==> src/rtl/bankdec_pkg.sv <==
package bankdec_pkg;

    localparam int REG_W  = 32;
    localparam int BASE_W = 17;

    // Configuration register image, MSB first.
    typedef struct packed {
        logic [BASE_W-1:0] base;     // 31:15
        logic [1:0]        pad_hi;   // 14:13
        logic [1:0]        psize;    // 12:11
        logic [1:0]        chk;      // 10:9
        logic              wprot;    // 8
        logic [2:0]        msel;     // 7:5
        logic              ext;      // 4
        logic [1:0]        pad_lo;   // 3:2
        logic              dly;      // 1
        logic              vld;      // 0
    } bank_cfg_t;

    typedef enum logic [2:0] {
        MS_GP_SYS  = 3'b000,
        MS_GP_LOC  = 3'b001,
        MS_SDRAM   = 3'b010,
        MS_RSV_A   = 3'b011,
        MS_USER_A  = 3'b100,
        MS_USER_B  = 3'b101,
        MS_USER_C  = 3'b110,
        MS_RSV_B   = 3'b111
    } mach_code_e;

    function automatic logic msel_reserved(input logic [2:0] code);
        return (code == MS_RSV_A) || (code == MS_RSV_B);
    endfunction

    function automatic bank_cfg_t cfg_scrub(input logic [REG_W-1:0] raw);
        bank_cfg_t c;
        c        = bank_cfg_t'(raw);
        c.pad_hi = '0;
        c.pad_lo = '0;
        return c;
    endfunction

endpackage

==> src/rtl/bankdec_regs.sv <==
module bankdec_regs
    import bankdec_pkg::*;
#(
    parameter int                NUM_BANKS = 10,
    parameter int                BANK_W    = 4,
    parameter logic [BASE_W-1:0] MASK_RST  = '1
) (
    input  logic                                clk,
    input  logic                                rst_n,
    input  logic                                cfg_we,
    input  logic [BANK_W:0]                     cfg_addr,
    input  logic [REG_W-1:0]                    cfg_wdata,
    output logic [REG_W-1:0]                    cfg_rdata,
    output bank_cfg_t [NUM_BANKS-1:0]           cfg_o,
    output logic [NUM_BANKS-1:0][BASE_W-1:0]    mask_o
);

    typedef struct packed {
        bank_cfg_t [NUM_BANKS-1:0]           cfg;
        logic [NUM_BANKS-1:0][BASE_W-1:0]    mask;
    } regs_t;

    regs_t r_d, r_q;

    logic [BANK_W-1:0] sel_bank;
    logic              sel_mask;
    logic              sel_ok;

    assign sel_bank = cfg_addr[BANK_W:1];
    assign sel_mask = cfg_addr[0];
    assign sel_ok   = (int'(sel_bank) < NUM_BANKS);

    function automatic regs_t reset_image();
        regs_t img;
        for (int i = 0; i < NUM_BANKS; i++) begin
            img.cfg[i]     = '0;
            img.cfg[i].vld = (i == 0);
            img.mask[i]    = MASK_RST;
        end
        return img;
    endfunction

    always_comb begin
        r_d       = r_q;
        cfg_rdata = '0;
        for (int i = 0; i < NUM_BANKS; i++) begin
            if (BANK_W'(i) == sel_bank) begin
                if (sel_mask) begin
                    cfg_rdata = REG_W'(r_q.mask[i]);
                    if (cfg_we) r_d.mask[i] = cfg_wdata[BASE_W-1:0];
                end else begin
                    cfg_rdata = r_q.cfg[i];
                    if (cfg_we) r_d.cfg[i] = cfg_scrub(cfg_wdata);
                end
            end
        end
    end

    always_ff @(posedge clk or negedge rst_n) begin
        if (!rst_n) r_q <= reset_image();
        else        r_q <= r_d;
    end

    assign cfg_o  = r_q.cfg;
    assign mask_o = r_q.mask;

    assert_oor_write_ignored_R10: assert property (
        @(posedge clk) disable iff (!rst_n)
        (cfg_we && !sel_ok) |=> $stable(r_q)
    );

    assert_regs_hold_without_write_R1: assert property (
        @(posedge clk) disable iff (!rst_n)
        !cfg_we |=> $stable(r_q)
    );

endmodule

==> src/rtl/bankdec_match.sv <==
module bankdec_match
    import bankdec_pkg::*;
#(
    parameter int NUM_BANKS = 10,
    parameter int BANK_W    = 4
) (
    input  bank_cfg_t [NUM_BANKS-1:0]           cfg_i,
    input  logic [NUM_BANKS-1:0][BASE_W-1:0]    mask_i,
    input  logic [BASE_W-1:0]                   addr_hi,
    output logic                                hit_o,
    output logic [BANK_W-1:0]                   idx_o
);

    logic [NUM_BANKS-1:0] bank_hit;

    for (genvar g = 0; g < NUM_BANKS; g++) begin : g_cmp
        logic [BASE_W-1:0] diff;
        assign diff        = (addr_hi ^ cfg_i[g].base) & mask_i[g];
        assign bank_hit[g] = cfg_i[g].vld && (diff == '0);
    end

    // Scan from the top so the lowest matching index is the last to write.
    always_comb begin
        hit_o = 1'b0;
        idx_o = '0;
        for (int i = NUM_BANKS - 1; i >= 0; i--) begin
            if (bank_hit[i]) begin
                hit_o = 1'b1;
                idx_o = BANK_W'(i);
            end
        end
    end

endmodule

==> src/rtl/bankdec_route.sv <==
module bankdec_route
    import bankdec_pkg::*;
#(
    parameter int NUM_BANKS = 10,
    parameter int BANK_W    = 4
) (
    input  logic                         clk,
    input  logic                         rst_n,
    input  logic                         req_valid,
    input  logic                         req_write,
    input  logic                         hit_i,
    input  logic [BANK_W-1:0]            idx_i,
    input  bank_cfg_t [NUM_BANKS-1:0]    cfg_i,
    output logic                         hit_o,
    output logic [BANK_W-1:0]            bank_o,
    output logic [2:0]                   msel_o,
    output logic                         mach_req_o,
    output logic                         ext_req_o,
    output logic [1:0]                   psize_o,
    output logic [1:0]                   chk_o,
    output logic                         dly_o,
    output logic                         wp_err_o,
    output logic                         sel_err_o
);

    typedef struct packed {
        logic              hit;
        logic [BANK_W-1:0] bank;
        logic [2:0]        msel;
        logic              mach_req;
        logic              ext_req;
        logic [1:0]        psize;
        logic [1:0]        chk;
        logic              dly;
        logic              wp_err;
        logic              sel_err;
    } route_t;

    route_t    o_d, o_q;
    bank_cfg_t pick;
    logic      blocked;

    always_comb begin
        pick = '0;
        for (int i = 0; i < NUM_BANKS; i++) begin
            if (BANK_W'(i) == idx_i) pick = cfg_i[i];
        end
    end

    always_comb begin
        o_d     = '0;
        blocked = req_write && pick.wprot;
        if (req_valid && hit_i) begin
            o_d.hit    = 1'b1;
            o_d.bank   = idx_i;
            o_d.msel   = pick.msel;
            o_d.psize  = pick.psize;
            o_d.chk    = pick.chk;
            o_d.dly    = pick.dly;
            o_d.wp_err = blocked;
            if (!blocked) begin
                if (pick.ext)                     o_d.ext_req  = 1'b1;
                else if (msel_reserved(pick.msel)) o_d.sel_err  = 1'b1;
                else                              o_d.mach_req = 1'b1;
            end
        end
    end

    always_ff @(posedge clk or negedge rst_n) begin
        if (!rst_n) o_q <= '0;
        else        o_q <= o_d;
    end

    assign hit_o      = o_q.hit;
    assign bank_o     = o_q.bank;
    assign msel_o     = o_q.msel;
    assign mach_req_o = o_q.mach_req;
    assign ext_req_o  = o_q.ext_req;
    assign psize_o    = o_q.psize;
    assign chk_o      = o_q.chk;
    assign dly_o      = o_q.dly;
    assign wp_err_o   = o_q.wp_err;
    assign sel_err_o  = o_q.sel_err;

    assert_one_outcome_R7: assert property (
        @(posedge clk) disable iff (!rst_n)
        $onehot0({o_q.mach_req, o_q.ext_req, o_q.wp_err, o_q.sel_err})
    );

    assert_idle_without_request_R9: assert property (
        @(posedge clk) disable iff (!rst_n)
        !req_valid |=> !o_q.hit && !o_q.mach_req && !o_q.ext_req
    );

    assert_wp_only_on_write_R6: assert property (
        @(posedge clk) disable iff (!rst_n)
        o_q.wp_err |-> $past(req_write) && o_q.hit
    );

    assert_sel_err_reserved_R5: assert property (
        @(posedge clk) disable iff (!rst_n)
        o_q.sel_err |-> o_q.hit && msel_reserved(o_q.msel)
    );

    assert_req_needs_hit_R2: assert property (
        @(posedge clk) disable iff (!rst_n)
        (o_q.mach_req || o_q.ext_req) |-> o_q.hit
    );

endmodule

==> src/rtl/bank_cs_decoder.sv <==
module bank_cs_decoder
    import bankdec_pkg::*;
#(
    parameter int NUM_BANKS = 10,
    parameter int ADDR_W    = 32,
    parameter int BANK_W    = $clog2(NUM_BANKS)
) (
    input  logic                 clk,
    input  logic                 rst_n,
    input  logic                 cfg_we,
    input  logic [BANK_W:0]      cfg_addr,
    input  logic [REG_W-1:0]     cfg_wdata,
    output logic [REG_W-1:0]     cfg_rdata,
    input  logic                 req_valid,
    input  logic                 req_write,
    input  logic [ADDR_W-1:0]    req_addr,
    output logic                 hit,
    output logic [BANK_W-1:0]    hit_bank,
    output logic [2:0]           mach_sel,
    output logic                 mach_req,
    output logic                 ext_req,
    output logic [1:0]           port_size,
    output logic [1:0]           chk_mode,
    output logic                 beat_delay,
    output logic                 wp_err,
    output logic                 sel_err
);

    localparam int ADDR_HI_LSB = ADDR_W - BASE_W;

    bank_cfg_t [NUM_BANKS-1:0]           cfg;
    logic [NUM_BANKS-1:0][BASE_W-1:0]    mask;
    logic                                m_hit;
    logic [BANK_W-1:0]                   m_idx;
    logic [BASE_W-1:0]                   addr_hi;

    assign addr_hi = req_addr[ADDR_W-1:ADDR_HI_LSB];

    bankdec_regs #(
        .NUM_BANKS (NUM_BANKS),
        .BANK_W    (BANK_W)
    ) u_regs (
        .clk       (clk),
        .rst_n     (rst_n),
        .cfg_we    (cfg_we),
        .cfg_addr  (cfg_addr),
        .cfg_wdata (cfg_wdata),
        .cfg_rdata (cfg_rdata),
        .cfg_o     (cfg),
        .mask_o    (mask)
    );

    bankdec_match #(
        .NUM_BANKS (NUM_BANKS),
        .BANK_W    (BANK_W)
    ) u_match (
        .cfg_i   (cfg),
        .mask_i  (mask),
        .addr_hi (addr_hi),
        .hit_o   (m_hit),
        .idx_o   (m_idx)
    );

    bankdec_route #(
        .NUM_BANKS (NUM_BANKS),
        .BANK_W    (BANK_W)
    ) u_route (
        .clk        (clk),
        .rst_n      (rst_n),
        .req_valid  (req_valid),
        .req_write  (req_write),
        .hit_i      (m_hit),
        .idx_i      (m_idx),
        .cfg_i      (cfg),
        .hit_o      (hit),
        .bank_o     (hit_bank),
        .msel_o     (mach_sel),
        .mach_req_o (mach_req),
        .ext_req_o  (ext_req),
        .psize_o    (port_size),
        .chk_o      (chk_mode),
        .dly_o      (beat_delay),
        .wp_err_o   (wp_err),
        .sel_err_o  (sel_err)
    );

    assert_hit_bank_in_range_R4: assert property (
        @(posedge clk) disable iff (!rst_n)
        hit |-> (int'(hit_bank) < NUM_BANKS)
    );

endmodule

==> config.mk <==
export PLATFORM = sky130hd
export DESIGN_NAME = bank_cs_decoder
export DESIGN_NICKNAME = d
export VERILOG_FILES = /design/src/rtl/bankdec_pkg.sv /design/src/rtl/bankdec_regs.sv /design/src/rtl/bankdec_match.sv /design/src/rtl/bankdec_route.sv /design/src/rtl/bank_cs_decoder.sv
export SDC_FILE = /design/constraint.sdc
export NUM_CORES = 1
export LEC_CHECK = 0
export ABC_AREA = 1
export ABC_CLOCK_PERIOD_IN_PS = 5620
export BUFFER_PORTS_ARGS = -buffer_cell sky130_fd_sc_hd__clkbuf_2
export CORE_MARGIN = 1.5
export CORE_UTILIZATION = 40
export DETAILED_ROUTE_END_ITERATION = 8
export MAX_ROUTING_LAYER = met4
export SYNTH_ARGS = -nofsm -noshare
export SYNTH_HDL_FRONTEND = slang
export SYNTH_SLANG_ARGS = --single-unit
==> constraint.sdc <==
create_clock -name clk -period 5.62 [get_ports clk]
set_input_delay 0.843 -clock clk [delete_from_list [all_inputs] [get_ports clk]]
set_output_delay 0.843 -clock clk [all_outputs]
set_load 0.02 [all_outputs]
==> results of run 1 <==
power breakdown:
group | switching, mW | internal (mW) | leakage [nW] | total (mW)
combinational | 1.41 | 0.689 | 5.34 | 2.10
sequential | 0.559 | 4.16 | 5.64 | 4.72
clock | 1.42 | 1.96 | 0.821 | 3.38
total | 3.39 | 6.81 | 11.8 | 10.2
metrics by stage:
| stage | std cells | utilization | instance area [um2] |
|---|---|---|---|
| 5_1_grt | 3928 | 0.452 | 26800 |
| 6_report | 3928 | 0.452 | 26800 |
| 3_5_place_dp | 3834 | 0.424 | 25100 |
| 4_1_cts | 3927 | 0.452 | 26800 |
| 3_3_place_gp | 3834 | 0.424 | 25100 |
| 2_1_floorplan | 3102 | - | 24100 |
flip-flops by register name (all words and copies together) (netlist names):
register            cells
u_regs.cfg_o          280
u_regs.mask_o         170
u_route.bank_o          4
u_route.msel_o          3
u_route.chk_o           2
u_route.psize_o         2
u_route.dly_o           1
u_route.ext_req_o       1
u_route.hit_o           1
u_route.mach_req_o      1
u_route.sel_err_o       1
u_route.wp_err_o        1
cell usage after synthesis, types with 12 or more instances:
library cell / count / area [um2]
a21oi_1: 150 / 751
a221oi_1: 25 / 219
a22oi_1: 15 / 113
a31oi_1: 12 / 75.1
clkbuf_1: 158 / 593
dfrtp_1: 296 / 7410
dfstp_2: 171 / 4490
inv_1: 202 / 758
inv_2: 16 / 60.1
nand2_1: 970 / 3640
nand3_1: 88 / 440
nand4_1: 38 / 238
nor2_1: 152 / 571
nor3_1: 18 / 90.1
o2111ai_1: 20 / 175
o21ai_0: 557 / 2790
o21ai_1: 15 / 75.1
o22ai_1: 23 / 144
xor2_1: 22 / 193
worst reg2reg max path: cells and delay by family (launching register included):
| kind | cells | cell delay [ns] |
|---|---|---|
| AND/OR/NAND/NOR | 20 | 2.96 |
| flip-flops | 1 | 0.55 |
| AO/OA/AOI/OAI | 2 | 0.29 |
worst max-delay path by stage:
| stage | cells past startpoint | end | start |
|---|---|---|---|
| 2_1_floorplan | 7 | cfg_rdata[8] | cfg_addr[0] |
| 3_3_place_gp | 16 | cfg_rdata[6] | cfg_addr[1] |
| 3_5_place_dp | 19 | u_route.psize_o[1] | req_addr[15] |
| 4_1_cts | 16 | cfg_rdata[8] | cfg_addr[4] |
| 5_1_grt | 16 | cfg_rdata[8] | cfg_addr[4] |
| 6_report | 16 | cfg_rdata[8] | cfg_addr[4] |
per-layer routing:
layer  share of wire  wire [um]
met3           0.073       6230
met5               0          0
met4           0.035       2960
met1            0.43      36700
met2            0.46      39400
layout make-up:
type / instances / share of cell area
Timing Repair Buffer: 149 / 0.0336
Clock buffer: 79 / 0.0572
Sequential cell: 467 / 0.444
Multi-Input combinational cell: 2221 / 0.392
Antenna cell: 1 / 0.0000934
Clock inverter: 14 / 0.00495
Tap cell: 773 / 0.0361
Inverter: 224 / 0.0315
cell families (layout without fill, tap and decap cells):
logic type,after synthesis,count (layout),synth area share
simple gates,1332,1332,0.230
compound gates,857,857,0.194
mux,8,8,0.00333
other cells,0,1,0
xor+xnor,24,24,0.00873
flops,467,467,0.495
buf+inv,414,466,0.0698
==> flow_summary.ini, run 1 <==
[logic_synthesis]
ys_warn_count = 0
yosysSeqAreaShare = 0.495
ys_seq_elements = 467
synth_area_mm2 = 0.0241
syn_nets = 3176
ys_types = 55
synth_ff_type = dfrtp_1
synth_cells = 3102
async_flop_share = 1.00
syn_area_per_cell_um2 = 7.76
synth_edf_count = 0

[route]
drc = 4
dr_total_vias = 21900
post_drt_wl_per_cell_um = 21.7
final_antenna_net_count = 0
wl_mm = 85.3
drt-pass1-iter-count = 8
vias_per_cell = 5.58
drtIter0Drc = 2269

[global_routing]
grtUsageMet2 = 0.435
grt.busiest_layer = met2
antenna_found_initial = 3
grt_max_degree = 112
overflow = 0
grt_pass1_wl_mm = 126
use_met3 = 0.0342
met1_usage = 0.387
grt_pass1_vias = 20200
track_usage = 0.284

[sta]
worst_slack_ns = 0.980
hold_viol_final = 0
worstMarginPinSlew_ns = 1.22
setup_tns_ns = 0
period_needed_ns = 4.64
fmax_mhz = 216
report.final.slew_viol_count = 0
hold_ws_ns = 0.216
fin_skew_ns = 0.0162
rsz0062_at_grt = false
max_slew_margin = 0.186
min_period_over_period = 0.826
setup_violations = 0

[cells_and_area]
area_growth_pct = 11.3
ff_latch_area_mm2 = 0.0119
final_common_cell = nand2_1
nFillCells = 5910
final_cell_mix = nand2_1, o21ai_0, dfrtp_1
fin_nets = 3187
drive_gt1_frac = 0.149
multiInputGateArea_mm2 = 0.0105

[placed_design]
gp_congestion = 0.963
port_buffers = 107
dp_slack_ns = 1.03
hpwlAfterDp_mm = 62.4

[worst_setup_path]
worstReg2RegEnd = u_route.chk_o[0]
crit_path_max_fanout = 13
crit_slowest_cell = a2111oi_0
r2r-start = u_regs.mask_o[163]
cpPeakStageDelay_ns = 0.38
path_cells = clkbuf_2 > nor2_1 > inv_1 > nor2_1 > buf_4 > inv_1 > buf_4 > a21oi_1 > a211oi_1 > o21ai_0 > nor3_1 > a31oi_1 > a2111oi_0 > buf_4 > nand2_1 > clkbuf_2
arrival_ns = 3.80
start_kind = input port
cp_top_family = buffers and inverters
crit_required_ns = 4.78
crit_type = in -> out
r2r_slack_ns = 1.69
r2r_cells = 22
crit_path_end_kind = output pin
crit_path_frequent_cell = buf_4
critPathBufInv = 7

[flow_run]
maxCapViolCount = 0

[clock_tree]
cts_tree = yes
post_cts_buffers = 0
numCtsBuffers = 50
clk_pin_slew_ns = 0.06
ctsHoldBuffers = 0
cts_max_level = 2
clock_latency_ns = 0.61
ctsLongestPathBuffers = 3
post_cts_resized = 0
cts_root_buf = clkbuf_16
cts.sinks = 467

[power]
p_per_area_mw_per_mm2 = 381
irDropWorstVdd_v = 0.000267
power_mw = 10.2
p_leak_nw = 11.8

[worst_hold_path]
hold_class = in -> async

[outcome]
violations = design-rule violations
run_status = finished with violations

[die]
coreArea_mm2 = 0.0592
io_pins = 123
rows = 89
dieArea_mm2 = 0.0616
dieHeight_um = 248
die_w_um = 248
start_util = 0.406
No activity file was read; power rests on OpenSTA's default activity.
==> inputs of run 2 (changes only) <==
Settings changed: ABC_AREA 1 to 0, ABC_CLOCK_PERIOD_IN_PS 5620 to 4600.
Clock period 5.62 ns to 4.6 ns, I/O delays scaled along.
==> run 2 against run 1 <==
Global-route usage up 3.0 points. Flip-flop and latch count stayed put. Die area up 0.47%. The run now ends clean.
==> flow_summary.ini, run 2 <==
[logic_synthesis]
synth_xor_area_frac = 0.0616
synth_cells = 1976
syn_nets = 2050
synth.area.mux_share = 0.248
post-synth-top-area-cell = dfrtp_1
ys_warn_count = 0
synth_top_family_by_area = multiplexers
synth_area_mm2 = 0.0242
synth_compound_area_frac = 0.116
async_flop_share = 1.00
synth-simple-area-share = 0.0523
synth_top_area_frac = 0.306
syn_area_per_cell_um2 = 12.2
synthTopCellsByCount = mux2_2, dfrtp_1, dfstp_2
ys_seq_elements = 467
synth_ff_type = dfrtp_1
ys_types = 71
yosysMostFrequentCell = mux2_2
synth_edf_count = 0
synth.area.top_cells = dfrtp_1, mux2_2, dfstp_2, xor2_1, mux2i_1
yosysSeqAreaShare = 0.492
yosys.area_share.adder = 0

[cells_and_area]
largest_register_ffs = 280
final_common_cell = mux2_2
nFillCells = 5348
final_cell_mix = mux2_2, dfrtp_1, dfstp_2
final_cells = 2954
area_growth_pct = 16.3
fin_nets = 2209
drive_gt1_frac = 0.469

[worst_setup_path]
crit_slowest_cell = nor2_4
start_kind = input port
crit_path_end_kind = output pin
cpPeakStageDelay_ns = 0.91
crit_path_max_fanout = 21
path_cells = clkbuf_2 > nand2b_1 > nor2_4 > buf_4 > a222oi_1 > a21oi_1 > nor3_1 > o221ai_1 > clkbuf_2
cp_top_family = simple AND/OR/NAND/NOR gates
arrival_ns = 3.60
critPathBufInv = 3
crit_type = in -> out
crit_path_frequent_cell = clkbuf_2
crit_required_ns = 3.91

[placed_design]
hpwlAfterDp_mm = 68.2
dp.cells = 2854
gp_congestion = 1.01
port_buffers = 107

[global_routing]
grt_max_degree = 96
grt_pass1_wl_mm = 137
antenna_found_initial = 3
overflow = 0
track_usage = 0.314
grt_pass1_vias = 18500

[clock_tree]
post_cts_resized = 0
numCtsBuffers = 52
clk_pin_slew_ns = 0.06
cts_max_level = 2
ctsHoldBuffers = 0
clock_latency_ns = 0.62
cts_tree = yes
cts_root_buf = clkbuf_16
ctsLongestPathBuffers = 3
cts.sinks = 467
post_cts_buffers = 0

[route]
dr_total_vias = 18700
post_drt_wl_per_cell_um = 32.3
drc = 0
drt-pass1-iter-count = 9
final_antenna_net_count = 0
wl_mm = 95.4
drtIter0Drc = 2276
vias_per_cell = 6.31

[die]
die_w_um = 249
start_util = 0.407
dieArea_mm2 = 0.0619
dieHeight_um = 249
rows = 89
coreArea_mm2 = 0.0594
io_pins = 123

[sta]
hold_viol_final = 0
setup_tns_ns = 0
report.final.slew_viol_count = 0
fin_skew_ns = 0.0248
rsz0062_at_grt = false
period_needed_ns = 4.29
worstMarginPinSlew_ns = 1.23
max_slew_margin = 0.181
setup_violations = 0
fmax_mhz = 233
min_period_over_period = 0.933

[power]
p_per_area_mw_per_mm2 = 479
p_leak_nw = 12.4
irDropWorstVdd_v = 0.000286

[worst_hold_path]
hold_class = in -> async

[flow_run]
maxCapViolCount = 0

[outcome]
run_status = finished, final reports clean
[run 2: cell type report]
class                      instances  area (um2)  share of cell area
antenna                            3        7.51            0.000267
clock buffer                      84        1560              0.0555
clock inverter                    13         130             0.00463
inverter                           9        33.8             0.00120
multi-input combinational       1346       11700               0.415
sequential                       467       11900               0.423
tap                              773         967              0.0344
timing repair buffer             259        1850              0.0658
[run 2: final timing paths]
path	cells after the start	slack (ns)	start	end
worst max register to register	11	0.46	u_regs.cfg_o[209]	u_route.mach_req_o
max in group asynchronous	2	3.33	rst_n	u_regs.mask_o[9]
min in group clk	2	0.40	req_valid	u_route.bank_o[2]
worst min register to register	1	0.53	u_regs.cfg_o[197]	u_regs.cfg_o[197]
worst min-delay path	1	0.16	rst_n	u_route.msel_o[2]
worst max-delay path	9	0.31	cfg_addr[1]	cfg_rdata[5]
[run 2: kinds of logic (layout without fill, tap and decap cells)]
| family | count (synthesis) | after routing |
|---|---|---|
| flip-flops | 467 | 467 |
| buffers and inverters | 163 | 365 |
| AND/OR/NAND/NOR | 268 | 268 |
| other | 0 | 3 |
| AO/OA/AOI/OAI | 366 | 366 |
| multiplexers | 542 | 542 |
| XOR/XNOR | 170 | 170 |
[run 2: per-layer routing]
metal	GRT usage	wire [um]
met4	0.154	5110
met2	0.458	42200
met1	0.418	40100
met5	-	0
met3	0.0598	7890
[run 2: through the flow]
stage                     cell area, um2  total power, mW  worst slack, ns  utilization  hold WS (ns)
final                              28100             13.5            0.308        0.474         0.159
after global routing               28100             13.9            0.343        0.474         0.208
after CTS                          28100             13.4            0.523        0.474         0.165
after detailed placement           26400             9.26            0.162        0.445         0.518
after global placement             26400             9.17            0.202        0.445         0.513
after floorplan                    24200             7.69             1.04            -         0.394
[run 2: where the power goes]
part / internal, mW / switching (mW) / total, mW
Clock: 2.43 / 1.75 / 4.18
Sequential: 5.14 / 0.816 / 5.96
Combinational: 1.50 / 1.83 / 3.33
